**src/rtl/rxdly_pkg.sv**
```systemverilog
package rxdly_pkg;

    localparam int NCODE  = 4;
    localparam int CODE_W = $clog2(NCODE);

    typedef enum logic [1:0] {
        ST_IDLE,
        ST_TRIAL,
        ST_STEP
    } cal_state_e;

    typedef struct packed {
        logic [CODE_W-1:0] code;
        logic              fail;
    } pick_t;

    // Window table: boundary preference for two-wide windows,
    // centre for three-wide, lower centre for a full window.
    function automatic pick_t pick_delay(input logic [NCODE-1:0] m);
        pick_t p;
        p.code = '0;
        p.fail = 1'b0;
        case (m)
            4'b0001: p.code = 2'd0;
            4'b0010: p.code = 2'd1;
            4'b0100: p.code = 2'd2;
            4'b1000: p.code = 2'd3;
            4'b0011: p.code = 2'd0;
            4'b0110: p.code = 2'd1;
            4'b1100: p.code = 2'd3;
            4'b0111: p.code = 2'd1;
            4'b1110: p.code = 2'd2;
            4'b1111: p.code = 2'd1;
            default: p.fail = 1'b1;
        endcase
        return p;
    endfunction

endpackage

```
**src/rtl/rxdly_timer.sv**
```systemverilog
module rxdly_timer #(
    parameter int TMO_W = 8
) (
    input  logic             clk,
    input  logic             rst,
    input  logic             run,
    input  logic [TMO_W-1:0] limit,
    output logic             expired
);
    logic [TMO_W-1:0] cnt_q;
    logic [TMO_W:0]   cnt_nxt;

    assign cnt_nxt = {1'b0, cnt_q} + (TMO_W+1)'(1);
    assign expired = run && (cnt_nxt >= {1'b0, limit});

    always_ff @(posedge clk) begin
        if (rst || !run) begin
            cnt_q <= '0;
        end else if (!expired) begin
            cnt_q <= cnt_nxt[TMO_W-1:0];
        end
    end
endmodule

```
**src/rtl/rxdly_select.sv**
```systemverilog
module rxdly_select
    import rxdly_pkg::*;
(
    input  logic [NCODE-1:0] mask,
    output pick_t            pick
);
    always_comb begin
        pick = pick_delay(mask);
    end
endmodule

```
**src/rtl/rxdly_cal.sv**
```systemverilog
module rxdly_cal
    import rxdly_pkg::*;
#(
    parameter int                 DATA_W    = 16,
    parameter int                 ADDR_W    = 16,
    parameter logic [ADDR_W-1:0]  TEST_ADDR = 16'h0040,
    parameter logic [DATA_W-1:0]  PATTERN   = 16'h5AA5,
    parameter int                 TMO_W     = 8
) (
    input  logic              clk,
    input  logic              rst,
    input  logic              start_i,
    input  logic [TMO_W-1:0]  tmo_limit_i,
    output logic              rd_req_o,
    output logic [ADDR_W-1:0] rd_addr_o,
    input  logic              rd_ack_i,
    input  logic [DATA_W-1:0] rd_data_i,
    output logic [CODE_W-1:0] dly_code_o,
    output logic [NCODE-1:0]  pass_mask_o,
    output logic              done_o,
    output logic              fail_o
);
    cal_state_e        state_q;
    logic [CODE_W-1:0] code_q;
    logic [NCODE-1:0]  mask_q;
    logic              done_q;
    logic              fail_q;
    logic              tmo_hit;
    logic              in_trial;
    pick_t             pick;

    assign in_trial = (state_q == ST_TRIAL);

    rxdly_timer #(.TMO_W(TMO_W)) i_timer (
        .clk     (clk),
        .rst     (rst),
        .run     (in_trial),
        .limit   (tmo_limit_i),
        .expired (tmo_hit)
    );

    rxdly_select i_select (
        .mask (mask_q),
        .pick (pick)
    );

    always_ff @(posedge clk) begin
        if (rst) begin
            state_q <= ST_IDLE;
            code_q  <= '0;
            mask_q  <= '0;
            done_q  <= 1'b0;
            fail_q  <= 1'b0;
        end else begin
            done_q <= 1'b0;
            case (state_q)
                ST_IDLE: begin
                    if (start_i) begin
                        code_q  <= '0;
                        mask_q  <= '0;
                        fail_q  <= 1'b0;
                        state_q <= ST_TRIAL;
                    end
                end
                ST_TRIAL: begin
                    if (rd_ack_i) begin
                        mask_q[code_q] <= (rd_data_i == PATTERN);
                        state_q        <= ST_STEP;
                    end else if (tmo_hit) begin
                        mask_q[code_q] <= 1'b0;
                        state_q        <= ST_STEP;
                    end
                end
                ST_STEP: begin
                    if (code_q == CODE_W'(NCODE-1)) begin
                        code_q  <= pick.code;
                        fail_q  <= pick.fail;
                        done_q  <= 1'b1;
                        state_q <= ST_IDLE;
                    end else begin
                        code_q  <= code_q + CODE_W'(1);
                        state_q <= ST_TRIAL;
                    end
                end
                default: state_q <= ST_IDLE;
            endcase
        end
    end

    assign rd_req_o    = in_trial;
    assign rd_addr_o   = TEST_ADDR;
    assign dly_code_o  = code_q;
    assign pass_mask_o = mask_q;
    assign done_o      = done_q;
    assign fail_o      = fail_q;
endmodule

```
**config.mk**
```make
export PLATFORM = sky130hd
export DESIGN_NAME = rxdly_cal
export DESIGN_NICKNAME = d
export VERILOG_FILES = /design/src/rtl/rxdly_pkg.sv /design/src/rtl/rxdly_timer.sv /design/src/rtl/rxdly_select.sv /design/src/rtl/rxdly_cal.sv
export SDC_FILE = /design/constraint.sdc
export NUM_CORES = 1
export LEC_CHECK = 0
export BUFFER_PORTS_ARGS = -buffer_cell sky130_fd_sc_hd__buf_2
export CORE_ASPECT_RATIO = 1.25
export CORE_UTILIZATION = 54
export CTS_CLUSTER_DIAMETER = 50
export DETAILED_ROUTE_END_ITERATION = 7
export GPL_ROUTABILITY_DRIVEN = 0
export PLACE_DENSITY = 0.87
export REMOVE_ABC_BUFFERS = 1
export SETUP_SLACK_MARGIN = 0.3
export SYNTH_ARGS = -nofsm -noshare
export SYNTH_HDL_FRONTEND = slang
export SYNTH_SLANG_ARGS = --single-unit
```
**constraint.sdc**
```tcl
create_clock -name clk -period 5.03 [get_ports clk]
set_clock_uncertainty 0.05 [all_clocks]
set_input_delay 1.2575 -clock clk [delete_from_list [all_inputs] [get_ports clk]]
set_output_delay 1.2575 -clock clk [all_outputs]
set_load 0.03 [all_outputs]
```
==> impl_results.md, run 1 <==
- Mapped Area: 1570 µm²
- Pin count of the biggest net entering global routing: 15
- Max-Cap Viols: 0
- Sequential power share: 0.501
- CTS hold repair buffers: 0
- Per-cell routed wire length: ~12 µm
- Core area: about 2700 µm²
- Kind of critical path: flop to flop
- All-Layer GR Usage: 0.219
- Pwr dens: 173 nW/µm²
- Io pins: 53
- Top cells by area, synth: dfxtp_1 23%, ha_1 10%, buf_4 8.1%
- Combinational power share: 0.201
- Initial antenna violation count: 0
- RSZ-0062 raised after global routing: false
- Nets: 269
- Share of the synthesized area in the top cell type: 0.229
- Critical path arrival: 3.16 ns
- Layout cells sized above 1: 0.216
- Slew Limit Fails: 0
- Switching share of power: 0.297
- Reg2Reg Setup Slack: about 2.0 ns
- Post-route ant nets: 0
- CP max-delay cell: dfxtp_1
- Initial DRC count: 36
- Grt ovf: 0
- CP Capture Type: flop
- Synth warn: 0
- Worst-Skew Late Latency: around 0.29 ns
- Cell internal power dissipation: 0.209 mW
- Clock buffer depth: 2
- Die area: 3140 µm²
- H-tree depth: 1
- Fraction of synthesis flops using an asynchronous set or reset pin: 0
- Worst Reg-to-Reg Cells: 11
- EDFF count, synth: 0
- Critical Path Max Stage Delay: 0.40 ns
- Fin crit period: between 3 and 4 ns
- Final core utilization: 0.628
- Hold Vio Cnt, Final: 0
- Status: finished clean
- DRC: 0
- Row count: 21
- R2R Path Start: i_timer.cnt_q[0]
- Hold_sp: i_timer.cnt_q[1]
- Hold depth: 2
- CTS resizes: 0
- Largest area contributor in the netlist: dfxtp_1
- Post-synthesis sequential area ratio: 0.229
- Critical Path RT: 5.18 ns
- Leak: 0.808 nW
- Critical path buffers and inverters: 0
- Chip width: 50.3 µm
- Clock power share: 0.298
- Endpoints failing setup: 0
- Hold EP: i_timer.cnt_q[1]
- DP Wirelength: 2510 µm
- Vias in the first global route: 1,331
- Maximum clock frequency: ~330 MHz
- CTS Sinks: 18
- Area Growth Syn to Fin: 9.06%
- Slew headroom: 0.652
- Reg2reg end: state_q[0]
- Worst-path clk slew: 0.09 ns
- Initial Util: 0.576
- Total negative slack: 0 ns
- Die Height: a little over 60 µm
- Root buf cell: clkbuf_4
- Top_reg_cell synth: dfxtp_1
- Top cell types by occurrence after synthesis: 18 x dfxtp_1, 17 x buf_4, 16 x a21oi_1, 15 x nor2_1, 13 x ha_1
- # port buffers: 36
- Diodes inserted: 0
- CTS tree: done
- Vias per cell: 5.43
- Post-CTS setup buffers: 0
- Worst-margin pin slew: 0.518 ns
- Mean post-synth cell area: 7.99 µm²
- Final Cycle Share: 0.600
- Drt first pass iters: 4
- CP Max Fanout: 10
- Routed via count: 1,416
- P_sw: a little under 0.09 mW
- First-pass GRT wire length: 5570 µm
- Family with the most delay on the worst path: compound AO/OA/AOI/OAI gates
- Total wire length: 3150 µm
- CTS Buf Count: 3
- Number of fill cells: 262
- Setup crit start: i_timer.cnt_q[0]
- Most common cell in the netlist: dfxtp_1
- Distinct cells, synth: between 40 and 50
- Startpoint Class: flop
- Cells after Synth: 197
- Worst Hold Class: flop to flop
- Maximum VDD drop: 0.119 mV
- Crit-path cells: ha_1 -> and3_4 -> and2_4 -> nand2_1 -> xnor2_1 -> ha_1 -> a21oi_1 -> o21a_1 -> a311o_1 -> nand2_1 -> o31ai_1
- #FFs+latches synth: 18
==> cell families after synthesis <==
group	Yosys count	share of synthesized area
adder cells (fa/ha/maj)	14	0.110
multiplexers	1	0.00636
AND/OR/NAND/NOR	71	0.253
buffers and inverters	37	0.138
flip-flops	18	0.229
AO/OA/AOI/OAI	46	0.215
XOR/XNOR	8	0.0445
other	2	0.00477
==> routing by layer <==
metal | track usage | vias to the layer above | wire, µm
met5 | 0 | - | 0
met4 | 0.0764 | 0 | 54
met3 | 0.00735 | 9 | 152
met2 | 0.405 | 52 | 1630
met1 | 0.260 | 627 | 1320
li1 | - | 728 | -
==> worst max-delay path by stage <==
| stage | end | slack [ns] | cells past startpoint |
|---|---|---|---|
| 6_report | state_q[0] | 2.01 | 11 |
| 5_1_grt | state_q[0] | 1.75 | 11 |
| 4_1_cts | state_q[0] | 2.00 | 11 |
| 3_5_place_dp | state_q[0] | 1.90 | 8 |
| 3_3_place_gp | i_timer.cnt_q[6] | 1.95 | 8 |
| 2_1_floorplan | i_timer.cnt_q[6] | 2.20 | 7 |
==> through the flow <==
| step | hold WS, ns | area, µm² | instances | power, mW | worst slack, ns |
|---|---|---|---|---|---|
| floorplan | 0.416 | 1460 | 187 | 0.193 | 2.20 |
| global placement | 0.444 | 1680 | 257 | 0.211 | 1.95 |
| detailed placement | 0.460 | 1680 | 257 | 0.212 | 1.90 |
| CTS | 0.471 | 1720 | 261 | 0.298 | 2.00 |
| global route | 0.514 | 1720 | 261 | 0.312 | 1.75 |
| finish | 0.476 | 1720 | 261 | 0.297 | 2.01 |
==> power by group through the flow <==
stage / Combinational (mW) / Clock, mW / Sequential [mW]
after global placement: 0.0586 / 0 / 0.152
after detailed placement: 0.0598 / 0 / 0.152
after floorplan: 0.0414 / 0 / 0.152
after CTS: 0.0599 / 0.0888 / 0.149
after global routing: 0.0666 / 0.0963 / 0.150
final: 0.0599 / 0.0885 / 0.149
==> flip-flops by register name, summed over array words and instances (netlist names) <==
signal,cells
i_timer.cnt_q,8
pass_mask_o,4
dly_code_o,2
state_q,2
done_o,1
fail_o,1
==> placed cells by master, fill, tap and decap left out, drive strengths merged, types with 5 or more instances in the layout <==
master and n:
a21oi 16, buf 36, conb 16, dfxtp 18, ha 13, inv 13, nand2 11, nand2b 8
nand3 9, nor2 16, nor2b 5, nor3 5, o21ai 6
==> cell type report <==
cell class | count | area, µm² | area share
clock buffer | 4 | 36.3 | 0.0211
inverter | 13 | 48.8 | 0.0284
multi-input combinational | 156 | 1050 | 0.611
sequential | 18 | 360 | 0.210
tap | 34 | 42.5 | 0.0248
timing repair buffer | 36 | 180 | 0.105
==> tightest hold or removal path: cells and delay by family, from the launching register on <==
family	cells	cell delay [ns]
AO/OA/AOI/OAI	2	0.14
flip-flops	1	0.34
Note: power is estimated with default switching activity, not from simulation.
==> inputs of run 2 (changes only) <==
- CORE_UTILIZATION: 54 -> 50
- PLACE_DENSITY: 0.87 -> 0.81
- clock period: 5.03 -> 3.1 ns (I/O delays scaled with it)
==> run 2 against run 1 <==
Net effect: critical path depth up 1; die area up 7.7%; via count up 2.0%; combinational power up 64%; largest power group unchanged.
==> impl_results.md, run 2 (synthesis results as in run 1) <==
- Die Height: 64.7 µm (was 62.4 µm)
- Worst-Skew Late Latency: 0.29 ns (about the same)
- Cell internal power dissipation: 0.339 mW (was 0.209 mW)
- Die area: 3380 µm² (was 3140 µm²)
- DP Area: 1690 µm² (was 1680 µm²)
- Maximum clock frequency: 371 MHz (was 331 MHz)
- CP Max Fanout: 5 (was 10)
- Sequential power share: 0.502 (was 0.501)
- Total wire length: 3120 µm (was 3150 µm)
- Most common cell after layout, fill and taps aside: buf_2 (unchanged)
- Clock buffer depth: 2 (unchanged)
- Fin crit period: 2.70 ns (was 3.02 ns)
- DP Wirelength: 2430 µm (was 2510 µm)
- Commonest cells after routing, fill and taps aside: 36 x buf_2, 16 x conb_1, 16 x dfxtp_1 (was 36 x buf_2, 18 x dfxtp_1, 16 x a21oi_1, 16 x conb_1, 15 x nor2_1)
- Area Growth Syn to Fin: 13.0% (was 9.06%)
- H-tree depth: 1 (unchanged)
- Worst-path clk slew: 0.09 ns (about the same)
- Layout cells sized above 1: 0.260 (was 0.216)
- Core area: 2970 µm² (was 2730 µm²)
- Worst hold slack: 0.467 ns (was 0.476 ns)
- Post-route insts no fill: 267 (was 261)
- Final instance area: 1780 µm² (was 1720 µm²)
- # port buffers: 36 (unchanged)
- Number of fill cells: 289 (was 262)
- Reg2Reg Setup Slack: 0.40 ns (was 2.01 ns)
- Critical Path Max Stage Delay: 0.38 ns (was 0.40 ns)
- Pwr dens: 271 nW/µm² (was 173 nW/µm²)
- Slew headroom: 0.668 (was 0.652)
- Family with the most delay on the worst path: simple AND/OR/NAND/NOR gates (was compound AO/OA/AOI/OAI gates)
- Per-cell routed wire length: 11.7 µm (was 12.1 µm)
- Grt ovf: 0 (unchanged)
- CP max-delay cell: dfxtp_4 (was dfxtp_1)
- Vias in the first global route: 1,303 (was 1,331)
- Status: finished clean (unchanged)
- Max-Cap Viols: 0 (unchanged)
- Leak: 0.829 nW (was 0.808 nW)
- Vias per cell: 5.41 (was 5.43)
- Crit-path cells: ha_4 -> and3_4 -> and2_4 -> nand2_1 -> xnor2_1 -> ha_1 -> a21oi_2 -> o21a_1 -> a311oi_4 -> buf_4 -> or3_1 -> a21oi_1 (was ha_1 -> and3_4 -> and2_4 -> nand2_1 -> xnor2_1 -> ha_1 -> a21oi_1 -> o21a_1 -> a311o_1 -> nand2_1 -> o31ai_1)
- Worst-margin pin slew: 0.495 ns (was 0.518 ns)
- Initial DRC count: 35 (was 36)
- Worst Reg-to-Reg Cells: 12 (was 11)
- Total negative slack: 0 ns (unchanged)
- DRC: 0 (unchanged)
- Root buf cell: clkbuf_4 (unchanged)
- Final Total Pwr: 0.482 mW (was 0.297 mW)
- Worst Hold Class: flop to flop (unchanged)
- Routed via count: 1,445 (was 1,416)
- R2R Path Start: i_timer.cnt_q[0] (unchanged)
- Drt first pass iters: 4 (unchanged)
- Row count: 22 (was 21)
- Clock power share: 0.293 (was 0.298)
- CTS Sinks: 18 (unchanged)
- Switching share of power: 0.296 (was 0.297)
- RSZ-0062 raised after global routing: false (unchanged)
- Hold depth: 2 (unchanged)
- Max reg flops: 8 (unchanged)
- Critical path arrival: 2.86 ns (was 3.16 ns)
- Endpoints failing setup: 0 (unchanged)
- Slew Limit Fails: 0 (unchanged)
- Hold EP: i_timer.cnt_q[1] (unchanged)
- Initial antenna violation count: 0 (unchanged)
- Io pins: 53 (unchanged)
- Chip width: 52.2 µm (was 50.3 µm)
- CTS tree: done (unchanged)
- Hold_sp: i_timer.cnt_q[1] (unchanged)
- Combinational power share: 0.204 (was 0.201)
- Startpoint Class: flop (unchanged)
- Hold Vio Cnt, Final: 0 (unchanged)
- P_sw: 0.142 mW (was 0.0884 mW)
- All-Layer GR Usage: 0.201 (was 0.219)
- Reg2reg end: i_timer.cnt_q[0] (was state_q[0])
- Kind of critical path: flop to flop (unchanged)
- Largest reg by FF count: i_timer.cnt_q (unchanged)
- Diodes inserted: 0 (unchanged)
- Critical Path RT: 3.26 ns (was 5.18 ns)
- CTS hold repair buffers: 0 (unchanged)
- First-pass GRT wire length: 5200 µm (was 5570 µm)
- Post-route ant nets: 0 (unchanged)
- Nets: 273 (was 269)
- Pin count of the biggest net entering global routing: 15 (unchanged)
- Final Cycle Share: 0.870 (was 0.600)
- CP Capture Type: flop (unchanged)
- Critical path buffers and inverters: 1 (was 0)
- Initial Util: 0.529 (was 0.576)
- Maximum VDD drop: 0.167 mV (was 0.119 mV)
- Dpl cells: 260 (was 257)
- CTS Buf Count: 3 (unchanged)
[run 2: worst min-delay path, stage by stage, from the launching register on]
cell and delay [ns]:
dfxtp_2 0.35, o21ai_0 0.07, a21oi_1 0.06
[run 2: power groups by stage]
stage	combinational [mW]	sequential, mW	clock, mW
3_5_place_dp	0.0973	0.247	0
2_1_floorplan	0.0671	0.246	0
5_1_grt	0.108	0.243	0.154
4_1_cts	0.0974	0.242	0.146
3_3_place_gp	0.0960	0.247	0
6_report	0.0985	0.242	0.141
[run 2: metal layers]
layer | global-route usage | part of all wire
met5 | 0 | 0
met3 | 0.0188 | 0.045
met1 | 0.218 | 0.43
met4 | 0.0921 | 0.013
met2 | 0.375 | 0.51
[run 2: how the worst max path moves through the flow]
stage / depth (start not counted) / slack [ns] / endpoint / startpoint
2_1_floorplan: 11 / 0.48 / i_timer.cnt_q[6] / i_timer.cnt_q[0]
3_3_place_gp: 11 / 0.31 / i_timer.cnt_q[6] / i_timer.cnt_q[0]
3_5_place_dp: 11 / 0.23 / state_q[0] / i_timer.cnt_q[0]
4_1_cts: 11 / 0.31 / pass_mask_o[1] / i_timer.cnt_q[0]
5_1_grt: 12 / 0.27 / i_timer.cnt_q[0] / i_timer.cnt_q[0]
6_report: 12 / 0.40 / i_timer.cnt_q[0] / i_timer.cnt_q[0]
[run 2: what timing repair did]
| item | in CTS | in global routing |
|---|---|---|
| setup endpoints to repair | 11 | 13 |
| gates resized for setup | 1 | 8 |
| setup buffers | 0 | 3 |
| pin swaps | 1 | 5 |
[run 2: through the flow]
stage	setup WS, ns	util
floorplan	0.476	-
global placement	0.314	0.569
detailed placement	0.225	0.569
CTS	0.311	0.581
global route	0.270	0.598
finish	0.403	0.598
[run 2: cell type report]
cell class	count	area, µm²	share of cell area
flip-flops and latches	18	365	0.205
inverters	13	48.8	0.0274
repair buffers	40	210	0.118
clock buffers	4	36.3	0.0204
multi-input cells	156	1070	0.603
well taps	36	45.0	0.0253
==> inputs of run 3 (changes only) <==
- CORE_ASPECT_RATIO: 1.25 -> 0.5
- HOLD_SLACK_MARGIN: default -> 0.05
- PLACE_DENSITY: 0.81 -> 0.79
==> run 3 against run 2 <==
Net effect: combinational power hardly changed; largest power group unchanged; clock-buffer cell count unchanged; core utilization up 4.7 points; sequential power barely moved; critical path type unchanged; worst setup slack got worse by 0.036 ns; non-clock buffer count shrank 1; critical path depth is the same; sequential share of layout area down 0.19 points; first-iteration DRC count rose to 3.1 times the previous value; critical endpoint is now i_timer.cnt_q[1].
==> impl_results.md, run 3 (synthesis results as in run 1) <==
- CTS Sinks: 18 (unchanged)
- Number of fill cells: 239 (was 289)
- Worst-path clk slew: 0.07 ns (was 0.09 ns)
- All-Layer GR Usage: 0.195 (was 0.201)
- Slew Limit Fails: 0 (unchanged)
- Final instance area: 1800 µm² (was 1780 µm²)
- Drt first pass iters: 4 (unchanged)
- Area Growth Syn to Fin: 14.1% (was 13.0%)
- Total wire length: 3360 µm (was 3120 µm)
- Maximum VDD drop: 0.155 mV (was 0.167 mV)
- R2R Path Start: i_timer.cnt_q[0] (unchanged)
- Critical path arrival: 2.85 ns (was 2.86 ns)
- Slew headroom: 0.593 (was 0.668)
- Final Total Pwr: 0.533 mW (was 0.482 mW)
- Grt ovf: 0 (unchanged)
- Die Height: 41.7 µm (was 64.7 µm)
- CP max-delay cell: dfxtp_4 (unchanged)
- Vias in the first global route: 1,172 (was 1,303)
- Most common cell after layout, fill and taps aside: buf_2 (unchanged)
- Maximum clock frequency: 366 MHz (was 371 MHz)
- Commonest cells after routing, fill and taps aside: 36 x buf_2, 16 x conb_1, 16 x dfxtp_1 (unchanged)
- Diodes inserted: 0 (unchanged)
- Kind of critical path: flop to flop (unchanged)
- DP Wirelength: 2500 µm (was 2430 µm)
- DP Area: 1680 µm² (was 1690 µm²)
- Post-route ant nets: 0 (unchanged)
- Clock buffer depth: 2 (unchanged)
- H-tree depth: 1 (unchanged)
- Pin count of the biggest net entering global routing: 15 (unchanged)
- Final Cycle Share: 0.882 (was 0.870)
- CP Max Fanout: 6 (was 5)
- Hold Vio Cnt, Final: 0 (unchanged)
- Routed via count: 1,444 (was 1,445)
- Setup crit start: i_timer.cnt_q[0] (unchanged)
- Fin crit period: 2.73 ns (was 2.70 ns)
- Max-Cap Viols: 0 (unchanged)
- Worst-margin pin slew: 0.606 ns (was 0.495 ns)
- CP Capture Type: flop (unchanged)
- First-pass GRT wire length: 5180 µm (was 5200 µm)
- Endpoints failing setup: 0 (unchanged)
- Vias per cell: 5.41 (about the same)
- Sequential Area: 365 µm² (unchanged)
- Largest reg by FF count: i_timer.cnt_q (unchanged)
- Critical Path RT: 3.22 ns (was 3.26 ns)
- Die area: 3390 µm² (was 3380 µm²)
- Per-cell routed wire length: 12.6 µm (was 11.7 µm)
- Layout cells sized above 1: 0.261 (was 0.260)
- Startpoint Class: flop (unchanged)
- Initial antenna violation count: 0 (unchanged)
- Root buf cell: clkbuf_8 (was clkbuf_4)
- Initial Util: 0.566 (was 0.529)
- Worst-Skew Late Latency: 0.25 ns (was 0.29 ns)
- Crit-path cells: ha_4 -> and3_4 -> and2_4 -> nand2_2 -> xnor2_1 -> ha_1 -> o211ai_2 -> o211a_1 -> a311oi_4 -> buf_4 -> o21ai_0 -> a21oi_1 (was ha_4 -> and3_4 -> and2_4 -> nand2_1 -> xnor2_1 -> ha_1 -> a21oi_2 -> o21a_1 -> a311oi_4 -> buf_4 -> or3_1 -> a21oi_1)
- RSZ-0062 raised after global routing: true (was false)
- Final core utilization: 0.646 (was 0.598)
- Worst Hold Class: flop to flop (unchanged)
- Reg2reg end: i_timer.cnt_q[1] (was i_timer.cnt_q[0])
- Total negative slack: 0 ns (unchanged)
- Multi-input gate area: 1080 µm² (was 1070 µm²)
- Initial DRC count: 107 (was 35)
- Core area: 2780 µm² (was 2970 µm²)
- CTS tree: done (unchanged)
- Critical Path Max Stage Delay: 0.37 ns (was 0.38 ns)
- Worst Setup EP: i_timer.cnt_q[1] (was i_timer.cnt_q[0])
- DRC: 0 (unchanged)
- Io pins: 53 (unchanged)
- # port buffers: 36 (unchanged)
- Row count: 13 (was 22)
- Status: finished clean (unchanged)
- Chip width: 81.3 µm (was 52.2 µm)
- Reg2Reg Setup Slack: 0.37 ns (was 0.40 ns)
- Nets: 272 (was 273)
- Leak: 0.835 nW (was 0.829 nW)
- Max reg flops: 8 (unchanged)
- Pwr dens: 297 nW/µm² (was 271 nW/µm²)
- CTS Buf Count: 3 (unchanged)
- Worst Reg-to-Reg Cells: 12 (unchanged)
[run 3: worst min path at each step]
| stage | start | endpoint | cells after the start |
|---|---|---|---|
| floorplan | i_timer.cnt_q[1] | i_timer.cnt_q[1] | 2 |
| global placement | dly_code_o[1] | dly_code_o[1] | 2 |
| detailed placement | i_timer.cnt_q[1] | i_timer.cnt_q[1] | 2 |
| CTS | i_timer.cnt_q[1] | i_timer.cnt_q[1] | 2 |
| global route | dly_code_o[1] | dly_code_o[1] | 2 |
| finish | dly_code_o[1] | dly_code_o[1] | 2 |
[run 3: layer usage]
layer	vias to the layer above	part of all wire	global-route usage
met5	-	0	0
li1	736	-	-
met2	54	0.47	0.335
met1	652	0.47	0.251
met3	2	0.053	0.0396
met4	0	0.0030	0.0429
[run 3: worst max-delay path, delay by kind of cell, from the launching register on]
| family | cells | cell delay [ns] |
|---|---|---|
| xor gates and xnor gates | 1 | 0.14 |
| DFF | 1 | 0.37 |
| adders and majority gates | 2 | 0.47 |
| and+or+nand+nor | 3 | 0.44 |
| AOI/OAI and AO/OA | 5 | 1.00 |
| buffers and inverters | 1 | 0.18 |
[run 3: layout make-up]
cell class | instances | area share
clock buffers | 4 | 0.0307
inverters | 13 | 0.0272
multi-input cells | 156 | 0.600
flip-flops and latches | 18 | 0.203
well taps | 37 | 0.0258
repair buffers | 39 | 0.113
[run 3: report_power, final]
group          switching [mW]  internal, mW
clock                  0.0795         0.113
sequential            0.00804         0.234
combinational          0.0645        0.0341
total                   0.152         0.381
[run 3: what timing repair did]
action	CTS	global route
resized for setup	1	10
setup buffers	0	3
hold buffers	0	0
endpoints found under the setup margin	11	13
pin swaps	1	8
hold endpoints to repair	0	0
[run 3: stage by stage]
stage | worst slack, ns | instances | hold WS (ns)
CTS | 0.291 | 264 | 0.454
floorplan | 0.476 | 187 | 0.416
detailed placement | 0.169 | 260 | 0.444
global route | 0.244 | 267 | 0.497
finish | 0.367 | 267 | 0.460
global placement | 0.320 | 260 | 0.442
